<file path="src/rtl/fuse_pkg.sv">
package fuse_pkg;

    localparam int CNT_W  = 4;
    localparam int USER_W = 4;
    localparam int DATA_W = CNT_W + USER_W;

    typedef struct packed {
        logic [CNT_W-1:0]  count;
        logic [USER_W-1:0] user;
    } sel_word_t;

    typedef enum logic {
        MODE_SYS  = 1'b0,
        MODE_USER = 1'b1
    } cpu_mode_e;

    typedef struct packed {
        logic      load;
        logic      clear;
        sel_word_t word;
    } fuse_cmd_t;

    function automatic sel_word_t split_word(logic [DATA_W-1:0] d);
        sel_word_t w;
        w.count = d[DATA_W-1:USER_W];
        w.user  = d[USER_W-1:0];
        return w;
    endfunction

    function automatic cpu_mode_e mode_for(logic [USER_W-1:0] u);
        return (u != '0) ? MODE_USER : MODE_SYS;
    endfunction

endpackage

</file>
<file path="src/rtl/fuse_cmd_decode.sv">
module fuse_cmd_decode
    import fuse_pkg::*;
#(
    parameter int DW = DATA_W
) (
    input  logic          wr_en,
    input  logic          iack,
    input  logic [DW-1:0] wr_data,
    output fuse_cmd_t     cmd
);
    // Interrupt acknowledge outranks a register write in the same cycle.
    always_comb begin
        cmd.clear = iack;
        cmd.load  = wr_en & ~iack;
        cmd.word  = split_word(wr_data);
    end
endmodule

</file>
<file path="src/rtl/fuse_countdown.sv">
module fuse_countdown #(
    parameter int CW = 4
) (
    input  logic          clk,
    input  logic          rst,
    input  logic          load,
    input  logic          clear,
    input  logic          e_stb,
    input  logic [CW-1:0] load_cnt,
    output logic          expire
);
    logic [CW-1:0] cnt_q;
    logic          run_q;
    logic          at_zero;

    assign at_zero = (cnt_q == '0);

    always_ff @(posedge clk) begin
        if (rst || clear) begin
            run_q <= 1'b0;
            cnt_q <= '0;
        end else if (load) begin
            run_q <= 1'b1;
            cnt_q <= load_cnt;
        end else if (run_q && e_stb) begin
            if (at_zero) begin
                run_q <= 1'b0;
            end else begin
                cnt_q <= cnt_q - 1'b1;
            end
        end
    end

    assign expire = run_q & e_stb & at_zero & ~load & ~clear;
endmodule

</file>
<file path="src/rtl/fuse_mode_ctl.sv">
module fuse_mode_ctl
    import fuse_pkg::*;
#(
    parameter int UW = USER_W
) (
    input  logic          clk,
    input  logic          rst,
    input  logic          clear,
    input  logic          load,
    input  logic [UW-1:0] load_user,
    input  logic          expire,
    output logic [UW-1:0] bank_q,
    output cpu_mode_e     mode_q,
    output logic          dat_en_q
);
    logic [UW-1:0] pend_q;

    always_ff @(posedge clk) begin
        if (rst) begin
            pend_q   <= '0;
            bank_q   <= '0;
            mode_q   <= MODE_SYS;
            dat_en_q <= 1'b0;
        end else if (clear) begin
            pend_q   <= '0;
            bank_q   <= '0;
            mode_q   <= MODE_SYS;
            dat_en_q <= 1'b1;
        end else begin
            if (load) begin
                pend_q <= load_user;
                if (load_user == '0) begin
                    dat_en_q <= 1'b1;
                end
            end
            if (expire) begin
                bank_q <= pend_q;
                mode_q <= mode_for(pend_q);
            end
        end
    end
endmodule

</file>
<file path="src/rtl/fuse_mode_switch.sv">
module fuse_mode_switch
    import fuse_pkg::*;
(
    input  logic              clk,
    input  logic              rst,
    input  logic              e_stb,
    input  logic              wr_en,
    input  logic [DATA_W-1:0] wr_data,
    input  logic              iack,
    output logic [USER_W-1:0] bank_idx,
    output logic              user_mode,
    output logic              dat_en
);
    fuse_cmd_t cmd;
    logic      expire;
    cpu_mode_e mode;

    fuse_cmd_decode #(.DW(DATA_W)) u_dec (
        .wr_en   (wr_en),
        .iack    (iack),
        .wr_data (wr_data),
        .cmd     (cmd)
    );

    fuse_countdown #(.CW(CNT_W)) u_cnt (
        .clk      (clk),
        .rst      (rst),
        .load     (cmd.load),
        .clear    (cmd.clear),
        .e_stb    (e_stb),
        .load_cnt (cmd.word.count),
        .expire   (expire)
    );

    fuse_mode_ctl #(.UW(USER_W)) u_ctl (
        .clk       (clk),
        .rst       (rst),
        .clear     (cmd.clear),
        .load      (cmd.load),
        .load_user (cmd.word.user),
        .expire    (expire),
        .bank_q    (bank_idx),
        .mode_q    (mode),
        .dat_en_q  (dat_en)
    );

    assign user_mode = (mode == MODE_USER);
endmodule

</file>
<file path="config.mk">
export PLATFORM = sky130hd
export DESIGN_NAME = fuse_mode_switch
export DESIGN_NICKNAME = d
export VERILOG_FILES = /design/src/rtl/fuse_pkg.sv /design/src/rtl/fuse_cmd_decode.sv /design/src/rtl/fuse_countdown.sv /design/src/rtl/fuse_mode_ctl.sv /design/src/rtl/fuse_mode_switch.sv
export SDC_FILE = /design/constraint.sdc
export NUM_CORES = 1
export LEC_CHECK = 0
export ABC_AREA = 1
export BUFFER_PORTS_ARGS = -buffer_cell sky130_fd_sc_hd__buf_2
export CORE_ASPECT_RATIO = 1.1
export CORE_MARGIN = 2
export CORE_UTILIZATION = 40
export DETAILED_ROUTE_END_ITERATION = 16
export REMOVE_ABC_BUFFERS = 1
export SETUP_SLACK_MARGIN = 0.5
export SYNTH_ARGS = -nofsm -noshare
export SYNTH_HDL_FRONTEND = slang
export SYNTH_HIERARCHICAL = 1
export SYNTH_SLANG_ARGS = --single-unit
</file>
<file path="constraint.sdc">
create_clock -name clk -period 1.78 [get_ports clk]
set_input_delay 0.356 -clock clk [delete_from_list [all_inputs] [get_ports clk]]
set_output_delay 0.356 -clock clk [all_outputs]
set_load 0.02 [all_outputs]
</file>
Word-level counts from Yosys, hierarchy flattened. Index checks and enable logic that the tools add are counted. W data, S select, Z words.

Add/subtract/negate cells: 1. Eq/ne operators: 1. Multiplexer cells: 10. Bitwise operators: 7. Reductions and logical operators: 13.

Operators with widths (count): $mux W4 (3); $logic_not A4 Y1 (2); $reduce_bool A2 Y1 (4); $mux W1 (7); $reduce_and A2 Y1 (3); $and A1 B1 Y1 (5); $reduce_bool A4 Y1 (1); $sub A4 B1 Y4 const B (1); $ne A2 B1 Y1 const B (1); $not A1 Y1 (2); $reduce_or A2 Y1 (1); $logic_and A1 B1 Y1 (1); $logic_or A1 B1 Y1 (1).

Bits in registers: 15. Bits of input ports: 13. Output and inout port bits: 6. Word-level logic and storage cells: 38.

Depth between registers and ports, before layout.
Depth after elaboration: 5. Gate-level depth with buffers: 10. Depth with buffers taken out: 10.

Hierarchy. Netlist, hierarchy kept.

By module, submodules not included: fuse_mode_ctl (instances 1, cells an instance 49, area each 372.9 µm², sequential area each 200.2 µm²); fuse_countdown (instances 1, cells an instance 55, area each 326.6 µm², sequential area each 100.1 µm²); fuse_cmd_decode (instances 1, cells an instance 11, area each 77.6 µm², sequential area each 0.0 µm²).

Worst setup path after synthesis. Ideal clock, no wire load.

Kind: register to register. From: register u_cnt.cnt_q[0]. To: register u_ctl.bank_q[0]. Library setup time: 0.121 ns. Arrival time: 1.477 ns. Required time: 1.659 ns. Slack: 0.181 ns. Stages on the path, launching flop included: 10. Buffers on the path: 0. Clock period less this slack: 1.599 ns. Cell sequence: dfxtp_1 inv_1 ha_1 inv_1 nor2_2 nand2_2 nor3_1 inv_1 nand2_1 a21oi_1.

Cells in the longest elaborated chain, start to end: 4.

RTL lines: from (decl) (RTL line fuse_countdown.sv:12) `logic [CW-1:0] cnt_q;`; from (signal assigned) (RTL line fuse_countdown.sv:24) `cnt_q <= load_cnt;`; from (signal assigned) (RTL line fuse_countdown.sv:29) `cnt_q <= cnt_q - 1'b1;`; $logic_not A4 Y1 (RTL line fuse_countdown.sv:16) `assign at_zero = (cnt_q == '0);`; $and A1 B1 Y1 (3 in series) (RTL line fuse_countdown.sv:34) `assign expire = run_q & e_stb & at_zero & ~load & ~clear;`; net expire (RTL line fuse_mode_switch.sv:15) `logic expire;`; to (signal assigned) (RTL line fuse_mode_ctl.sv:37) `bank_q <= pend_q;`; to (decl) (RTL line fuse_mode_ctl.sv:12) `output logic [UW-1:0] bank_q,`.

The timed path passes the listed nets, and every way through them passes these cells. A chain may end at the register's enable or synchronous reset.

Worst setup path after layout. Ends and elaborated chain as after synthesis.

==> results by group <==
Cells and area
  – Ant diodes: 0
  – Layout area overhead: 19.2%
  – Nets@finish: 149
  – Most common cell after layout, fill and taps aside: nor2_1
  – Share of cells above drive strength 1: 0.358
  – Commonest non-fill, non-tap cells in the layout: nor2_1 (24), nand2_1 (21), buf_2 (18)
  – Final Instance Area: 926 sq um

Worst setup path
  – Critical path's most frequent cell: inv_2
  – WP data arrival: 1480 ps
  – Nature of the critical path startpoint: flip-flop
  – Maximum fanout along the worst path: 7
  – Cells along the critical path: inv_2, ha_4, inv_2, nor2_2, nand2_2, nor3_2, buf_4, inv_2, nand2_1, a21oi_1
  – R2r endpoint: u_ctl/bank_q[0]
  – Worst r2r src: u_cnt/cnt_q[0]
  – Reg2Reg Depth: 10
  – CP Class: reg -> reg
  – Crit. End Element: flip-flop
  – WP buf/inv: 4
  – Required time worst endpoint: 1950 ps
  – Top delay family on crit path: simple AND/OR/NAND/NOR gates
  – CP max stage delay: 340 ps
  – Worst R2R Setup Slack: 470 ps
  – Max stage delay cell, worst path: dfxtp_2

Floorplanning
  – Total core area: 1800 sq um
  – Die Area: 2310 sq um
  – Num rows: 16
  – Initial Util: 0.431
  – Chip height: 50.2 microns
  – I/O pin count: 19
  – Die Wd: 46.0 microns

Timing
  – Final Hold Fails: 0
  – Setup violators final: 0
  – Crit share post-route: 0.737
  – Fin crit period: 1310 ps
  – Sum Neg Setup Slack: 0 ps
  – Fin. max-slew vios: 0
  – RSZ-0062 raised after global routing: true
  – Fmax: 762 MHz
  – Slew margin rel.: 0.845
  – Slew at the pin closest to its max-slew limit: 232 ps
  – Clock skew: 3.09 ps
  – Final Worst Setup Slack: 467 ps

Logic synthesis
  – YS warnings: 6
  – Netlist Area Pre-Place: 777 sq um
  – Synthesized flop and latch total: 15
  – Sequential fraction of the synthesis area: 0.386
  – Synth unique cells: 18
  – Avg Cell Area, Syn: 6.76 sq um
  – Gate Count Post-Synth: 115

Route
  – Iter 0 DRT Violations: 9
  – DRC: 0
  – Wirelength per Cell: 10.2 microns
  – DR vias: 713
  – WL final: 1.55 mm
  – Final ANT Viol Nets: 0
  – Routed vias/inst: 4.69
  – Drt pass-1 iters: 5

Clock tree
  – CTS tree: done
  – Root Driver: clkbuf_4
  – Worst-Skew Late Latency: 280 ps
  – CTS sink cnt: 15
  – Cts bufs inserted: 3
  – H-tree depth: 1
  – Clock tree buffer depth: 2
  – Clock-pin slew on the worst setup and hold paths: 90 ps

GRT
  – Gr usage total: 0.157
  – Largest net degree at the start of global routing: 11
  – Vias in the first global route: 703
  – First-pass GRT wire length: 2.67 mm
  – GRT overflow: 0
  – Initial antenna violation count: 0

Worst hold path
  – Worst hold-check path type: in -> reg
  – Worst Hold End: u_ctl/dat_en_q
  – Worst Hold Launch: rst
  – Worst Hold Depth: 2

Power and ir drop
  – Maximum VDD drop: 404 uV
  – Leak pwr: 0.000438 uW
  – Pwr dens: 684 nW/um^2

Placement
  – Post-DP Area: 837 sq um
  – Pre-CTS setup slack: 315 ps
  – Port bufs: 18
  – Hpwl dp: 1.15 mm
  – Final Wtd Congestion: 0.815

Status
  – Status: complete, no violations

Run
  – Max Cap Viol: 0
## synthesized netlist by cell type
| cell type | instances | share of area |
|---|---|---|
| dfxtp_1 | 15 | 0.39 |
| ha_1 | 1 | 0.016 |
| o21ai_0 | 5 | 0.032 |
| nand2_1 | 22 | 0.11 |
| nand3_1 | 2 | 0.013 |
| nand2_2 | 3 | 0.024 |
| nor3_1 | 1 | 0.0064 |
| nor2_2 | 3 | 0.024 |
| a21oi_2 | 1 | 0.011 |
| inv_1 | 15 | 0.072 |
| a21oi_1 | 9 | 0.058 |
| xor2_1 | 1 | 0.011 |
| nor2_1 | 24 | 0.12 |
| o211ai_1 | 1 | 0.0097 |
| inv_2 | 1 | 0.0048 |
| or2_1 | 1 | 0.0081 |
| nand3_2 | 1 | 0.013 |
| buf_4 | 9 | 0.087 |
## flip-flops by register name, summed over array words and instances, names as in the netlist
name            count
u_cnt/cnt_q         4
u_ctl/bank_q        4
u_ctl/pend_q        4
u_cnt/run_q         1
u_ctl/dat_en_q      1
u_ctl/mode_q        1
## per-layer routing
| metal | GRT usage | vias to the layer above | wire length [microns] |
|---|---|---|---|
| met5 | 0 | - | 0 |
| met4 | 0.0714 | 0 | 8 |
| met3 | 0.0216 | 2 | 42 |
| met2 | 0.285 | 11 | 823 |
| met1 | 0.171 | 315 | 675 |
| li1 | - | 385 | - |
## cell type report
| class | instances | area [sq um] |
|---|---|---|
| clock inverter | 1 | 5.00 |
| timing repair buffer | 24 | 135 |
| sequential | 15 | 303 |
| fill | 185 | 876 |
| multi-input combinational | 75 | 378 |
| tap | 18 | 22.5 |
| clock buffer | 3 | 22.5 |
| inverter | 16 | 60.1 |
## cells by family after synthesis
logic type      after synthesis  synth area share
fa+ha+maj                     1            0.0161
buf+inv                      25             0.164
simple gates                 57             0.311
flops                        15             0.386
xor+xnor                      1            0.0113
compound gates               16             0.111
## power by group
part | leakage (uW) | total, uW | switching, uW | internal [uW]
Sequential | 0.000123 | 350 | 5.99 | 344
Clock | 0.0000177 | 194 | 111 | 83.4
Combinational | 0.000297 | 89.0 | 50.4 | 38.6
## metrics by stage
step / util / total power [uW] / std cells / hold slack, ps
detailed placement: 0.465 / 437 / 144 / 456
global placement: 0.465 / 434 / 144 / 448
CTS: 0.506 / 646 / 151 / 243
floorplan: - / 406 / 106 / 418
global route: 0.514 / 673 / 152 / 255
finish: 0.514 / 633 / 152 / 256
## how the worst max path moves through the flow
stage,startpoint,end,slack (ps),depth (start not counted)
2_1_floorplan,u_cnt/cnt_q[0],u_ctl/bank_q[0],180,9
3_3_place_gp,u_cnt/cnt_q[0],u_ctl/bank_q[1],350,10
3_5_place_dp,u_cnt/cnt_q[0],u_ctl/bank_q[1],310,10
4_1_cts,u_cnt/cnt_q[1],u_ctl/mode_q,480,11
5_1_grt,u_cnt/cnt_q[0],u_ctl/mode_q,330,11
6_report,u_cnt/cnt_q[0],u_ctl/bank_q[0],470,10
## worst register-to-register path: stages, from the launching register on
cell	delay, ps
dfxtp_2	340
inv_2	70
ha_4	130
inv_2	30
nor2_2	100
nand2_2	90
nor3_2	110
buf_4	170
inv_2	60
nand2_1	60
a21oi_1	60
## what timing repair did
item | CTS | global route
hold buffers | 0 | 0
resized for setup | 10 | 2
setup buffers | 3 | 1
cloned | 0 | 0
endpoints found under the setup margin | 5 | 5
pin swaps | 7 | 0
No activity file was read; power rests on OpenSTA's default activity.
